File: config.mk
export PLATFORM = sky130hd
export DESIGN_NAME = companion_regs
export DESIGN_NICKNAME = d
export VERILOG_FILES = /design/src/rtl/companion_regs.sv
export SDC_FILE = /design/constraint.sdc
export NUM_CORES = 1
export LEC_CHECK = 0
export BUFFER_PORTS_ARGS = -buffer_cell sky130_fd_sc_hd__buf_4
export CORE_AREA = 10 10 158 174
export DETAILED_ROUTE_END_ITERATION = 12
export DIE_AREA = 0 0 168 184
export GPL_TIMING_DRIVEN = 0
export MAX_ROUTING_LAYER = met4
export PLACE_DENSITY = 0.59
export SYNTH_ARGS = -nofsm -noshare
export SYNTH_HDL_FRONTEND = slang
export SYNTH_SLANG_ARGS = --single-unit
File: constraint.sdc
create_clock -name clk -period 1.6 [get_ports clk]
set_input_delay 0.08 -clock clk [delete_from_list [all_inputs] [get_ports clk]]
set_output_delay 0.08 -clock clk [all_outputs]
set_load 0.1 [all_outputs]
File: src/rtl/companion_regs.sv
module companion_regs #(
  parameter int ADDR_W = 12
) (
  input  logic              clk,
  input  logic              rst_n,
  input  logic [ADDR_W-1:0] bus_addr,
  input  logic              bus_rd,
  input  logic              bus_we,
  input  logic [31:0]       bus_wdata,
  output logic [15:0]       bus_rdata,
  output logic              bad_access,
  input  logic [15:0]       pin_in,
  output logic [15:0]       pin_out,
  output logic [15:0]       pin_toggle
);
  localparam logic [5:0] OFS_CTRL = 6'h00, OFS_CDIV = 6'h04, OFS_STAT = 6'h08,
                         OFS_PWR  = 6'h0C, OFS_CLKC = 6'h10, OFS_IRAW = 6'h14,
                         OFS_IMSK = 6'h18, OFS_IST  = 6'h1C, OFS_DIR  = 6'h20,
                         OFS_LVLW = 6'h24, OFS_LVLR = 6'h28;
  localparam logic [15:0] STAT_VAL  = 16'h0002;
  localparam logic [15:0] PWR_EXTRA = 16'h8040;

  logic [15:0] ctrl_q, cdiv_q, power_q, clkc_q, iraw_q, imsk_q, ist_q;
  logic [15:0] dir_q, level_q, prev_eff_q, prev_in_q;
  logic [15:0] wd, dir_n, level_n, eff_n, rd_mux, in_chg;
  logic [5:0]  ofs;
  logic        rd_ok, wr_ok, gpio_wr;

  assign ofs   = bus_addr[5:0];
  assign wd    = bus_wdata[15:0];
  assign rd_ok = (ofs[1:0] == 2'b00) && (ofs <= OFS_LVLR);
  assign wr_ok = rd_ok && (ofs != OFS_STAT);
  assign in_chg = pin_in ^ prev_in_q;
  assign pin_out = level_q & dir_q;
  assign gpio_wr = bus_we && (ofs == OFS_DIR || ofs == OFS_LVLW || ofs == OFS_LVLR);

  always_comb begin
    dir_n   = dir_q;
    level_n = (level_q & ~in_chg) | (pin_in & in_chg);
    if (bus_we && ofs == OFS_DIR) dir_n = wd;
    if (bus_we && (ofs == OFS_LVLW || ofs == OFS_LVLR)) level_n = wd & dir_q;
    eff_n = level_n & dir_n;
  end

  always_comb begin
    case (ofs)
      OFS_CTRL: rd_mux = ctrl_q;
      OFS_CDIV: rd_mux = cdiv_q;
      OFS_STAT: rd_mux = STAT_VAL;
      OFS_PWR:  rd_mux = power_q;
      OFS_CLKC: rd_mux = clkc_q;
      OFS_IRAW: rd_mux = iraw_q;
      OFS_IMSK: rd_mux = imsk_q;
      OFS_IST:  rd_mux = ist_q;
      OFS_DIR:  rd_mux = dir_q;
      OFS_LVLW, OFS_LVLR: rd_mux = level_q;
      default:  rd_mux = '0;
    endcase
  end

  always_ff @(posedge clk) begin
    if (!rst_n) begin
      ctrl_q <= '0; cdiv_q <= '0; power_q <= '0; clkc_q <= '0;
      iraw_q <= '0; imsk_q <= '0; ist_q <= '0;
      dir_q <= '0; level_q <= '0; prev_eff_q <= '0; prev_in_q <= '0;
      bus_rdata <= '0; bad_access <= 1'b0; pin_toggle <= '0;
    end else begin
      prev_in_q  <= pin_in;
      dir_q      <= dir_n;
      level_q    <= level_n;
      bad_access <= (bus_rd && !rd_ok) || (bus_we && !wr_ok);
      pin_toggle <= '0;
      if (bus_rd) bus_rdata <= rd_mux;
      if (gpio_wr) begin
        pin_toggle <= eff_n ^ prev_eff_q;
        prev_eff_q <= eff_n;
      end
      if (bus_we) begin
        case (ofs)
          OFS_CTRL: ctrl_q  <= wd;
          OFS_CDIV: cdiv_q  <= wd;
          OFS_PWR:  power_q <= wd[7] ? (wd | PWR_EXTRA) : wd;
          OFS_CLKC: clkc_q  <= wd;
          OFS_IRAW: iraw_q  <= wd;
          OFS_IMSK: imsk_q  <= wd;
          OFS_IST:  ist_q   <= wd;
          default: ;
        endcase
      end
    end
  end
endmodule

==> results.py <==
metrics = {
    "status": {
        "status": "finished clean",
    },
    "drt": {
        "m1WireLength_mm": 12.8,
        "wl_met3_mm": 1.95,
        "drt_pass1_iterations": 5,
        "vias": 7963,
        "routed.top_layer": "met4",
        "viasPerCell": 5.29,
        "first_iter_violations": 810,
        "routed_wl_mm": 29.1,
        "postRouteAntennaNets": 0,
        "drc_errors": 0,
        "wl_per_cell_um": 19.3,
        "met2_length_mm": 13.8,
    },
    "cts": {
        "htree_num_levels": 1,
        "cts.sinks": 209,
        "cts_buffer_depth": 3,
        "cts_tree": "yes",
        "cts_buffers": 22,
        "insertion_delay_ns": 0.51,
        "clockRootBuffer": "clkbuf_16",
        "clk_pin_slew_ns": 0.07,
    },
    "synth": {
        "synth_xor_xnor_area_share_pct": 0.881,
        "synth-simple-area-share_pct": 20.3,
        "synth-async-reset-ratio_pct": 0,
        "synth-compound-area-share_pct": 16.7,
        "syn_nets": 1131,
        "ys_seq_area_share_pct": 46.8,
        "yosysTopAreaCell": "dfxtp_1",
        "ys_types": 43,
        "syn_avg_cell_area_um2": 8.38,
        "ys_warn_count": 0,
        "syn_inst": 1067,
        "syn_area_mm2": 0.00894,
        "muxShareOfSynthArea_pct": 8.32,
        "synth_edf_count": 0,
        "synth_top_family_by_area": "simple AND/OR/NAND/NOR gates",
        "yosys.area.top_type_share_pct": 46.8,
        "synthAdderAreaFrac_pct": 1.68,
        "synth_ff_type": "dfxtp_1",
        "synth-seq-cells": 209,
        "yosys-top-cells-area": "dfxtp_1, nand2_1, mux2i_1",
    },
    "placed_design": {
        "place_area_mm2": 0.00989,
        "port-buffer-count": 75,
        "dp_hpwl_mm": 21.8,
        "routabilityCongestion": 0.889,
    },
    "floorplan": {
        "die_h_um": 184,
        "rows": 59,
        "fp.coreArea_mm2": 0.0237,
        "start_util_pct": 37.7,
        "die_x_um": 168,
        "pin_count": 113,
        "dieArea_mm2": 0.0309,
    },
    "layout": {
        "nNetsFinal": 1250,
        "syn_to_final_growth_pct": 21.1,
        "final_cell_area_mm2": 0.0108,
        "drive_above_1_share_pct": 13.5,
        "multi_input_area_mm2": 0.00431,
        "fill_cells": 2321,
        "num_antenna_cells": 0,
        "seq_area_mm2": 0.00419,
    },
    "sta": {
        "whs_ns": 0.0366,
        "timing.final.crit_share_pct": 95.1,
        "min_period_ns": 1.52,
        "worst_slew_pin_slew_ns": 0.874,
        "max_freq_ghz": 0.657,
        "finalSetupTns_ns": 0,
        "hold_viol_final": 0,
        "rsz0062_at_grt": "yes",
        "max_slew_margin_pct": 41.8,
        "finalSetupViolCount": 0,
        "fin_skew_ns": 0.0110,
        "slew_viol_final": 0,
    },
    "worst_setup_path": {
        "cp_top_family": "buffers and inverters",
        "crit_start": "bus_addr[3]",
        "max_stage_delay_ns": 0.65,
        "rrSetupSlack_ns": 0.18,
        "required_ns": 1.96,
        "slowest_stage": "buf_1",
        "cp-start-kind": "input port",
        "rr_endpoint": "pin_toggle[8]",
        "cp.buffers_inverters": 2,
        "r2r_cells": 4,
        "worstPathArrival_ns": 1.88,
        "crit_chain": "buf_2 > buf_1 > mux2i_1 > o21ai_0 > a222oi_1 > a32oi_1",
        "critical_path_class": "input port to register",
        "worstPathMaxFanout": 10,
        "r2r_start": "level_q[8]",
        "end_kind": "register",
    },
    "min_path": {
        "hold_depth": 3,
        "min_to": "dir_q[3]",
        "hp-class": "input port to register",
        "min_from": "bus_wdata[3]",
    },
    "global_route": {
        "grt_start_max_net_pins": 14,
        "track_usage_pct": 18.5,
        "grt_pass1_wl_mm": 45.0,
        "antenna_found_initial": 0,
        "grt_pass1_vias": 7600,
        "overflow": 0,
    },
    "flow_run": {
        "cap_violations": 0,
    },
    "power_and_ir_drop": {
        "ir_worst_vdd_mv": 0.516,
        "power.density_mw_per_mm2": 1020,
        "leakage_nw": 4.10,
    },
}
cell type report:
class / count / area share, %
multi-input combinational: 744 / 39.8
sequential: 209 / 38.6
timing repair buffer: 95 / 7.02
clock buffer: 33 / 6.22
buffer: 93 / 3.85
tap: 305 / 3.52
inverter: 21 / 0.728
clock inverter: 4 / 0.185
cells in the final DEF (no fill, tap or decap), types with 5 or more instances in the layout:
master / synthesis / routed
nand2_1: 213 / 212
clkbuf_2: 0 / 9
a32oi_1: 24 / 24
a22oi_1: 28 / 28
o21ai_0: 18 / 18
dfxtp_1: 209 / 208
clkbuf_16: 0 / 23
o21a_1: 5 / 5
nor2_1: 89 / 88
mux2i_1: 71 / 71
buf_4: 6 / 83
a222oi_1: 14 / 14
maj3_1: 15 / 15
buf_2: 23 / 21
a21oi_1: 125 / 125
clkbuf_8: 0 / 6
clkbuf_1: 63 / 58
nand3_1: 32 / 31
and3_1: 6 / 6
dlygate4sd3_1: 0 / 19
inv_1: 21 / 21
xor2_1: 9 / 9
and2_1: 43 / 43
cell families (layout without fill, tap and decap cells):
logic type / after synthesis / after routing
simple gates: 410 / 410
compound gates: 236 / 236
flops: 209 / 209
buf+inv: 114 / 246
mux: 74 / 74
fa+ha+maj: 15 / 15
xor+xnor: 9 / 9
where the power goes:
group | internal, W | total [W] | switching [W]
clock | 0.00288 | 0.00497 | 0.00209
combinational | 0.000233 | 0.000723 | 0.000490
sequential | 0.00527 | 0.00532 | 0.0000513
total | 0.00839 | 0.0110 | 0.00263
worst register-to-register path, delay by kind of cell, from the launching register on:
kind | cells | cell delay, ns
AOI/OAI and AO/OA | 2 | 0.30
adders and majority gates | 1 | 0.24
DFF | 1 | 0.39
and+or+nand+nor | 1 | 0.41
cells in the mapped netlist, types with 4 or more instances:
cell / instances
dfxtp_1: 209
mux2i_1: 71
nand3_1: 32
nor3_1: 4
buf_4: 6
nor2_1: 89
o31ai_1: 4
a21oi_1: 125
inv_1: 21
a32oi_1: 24
o21a_1: 5
and3_1: 6
or3_1: 4
a222oi_1: 14
a221oi_1: 4
xor2_1: 9
and2_1: 43
clkbuf_1: 63
buf_2: 23
a22oi_1: 28
maj3_1: 15
nand2_1: 213
or4_1: 4
nor2b_1: 4
o21ai_0: 18
worst max-delay path by stage:
| stage | depth (start not counted) | endpoint | slack [ns] |
|---|---|---|---|
| 3_5_place_dp | 7 | iraw_q[14] | -0.74 |
| 5_1_grt | 6 | imsk_q[5] | -0.01 |
| 2_1_floorplan | 8 | imsk_q[12] | 0.05 |
| 6_report | 6 | bus_rdata[13] | 0.08 |
| 3_3_place_gp | 8 | bus_rdata[13] | -0.69 |
| 4_1_cts | 7 | iraw_q[11] | 0.06 |
layer usage:
metal	vias to the layer above	global-route usage, %
li1	3914	-
met2	259	30.4
met1	3746	23.3
met5	-	-
met3	44	3.02
met4	0	4.91
metrics by stage:
step | std cells | total power (W) | util [%] | setup slack [ns]
after floorplan | 1067 | 0.00581 | - | 0.0541
after global placement | 1447 | 0.00610 | 41.7 | -0.688
after detailed placement | 1447 | 0.00610 | 41.7 | -0.744
after CTS | 1504 | 0.0111 | 45.6 | 0.0645
after global routing | 1504 | 0.0114 | 45.7 | -0.0102
final | 1504 | 0.0110 | 45.7 | 0.0776
what timing repair did:
item,in CTS,in global routing
pin swaps,1,0
endpoints found under the setup margin,105,60
endpoints found under the hold margin,22,0
gates cloned,0,0
buffers inserted,1,0
hold buffers,19,0
resized for setup,8,15
(Power assumes the default switching activity.)
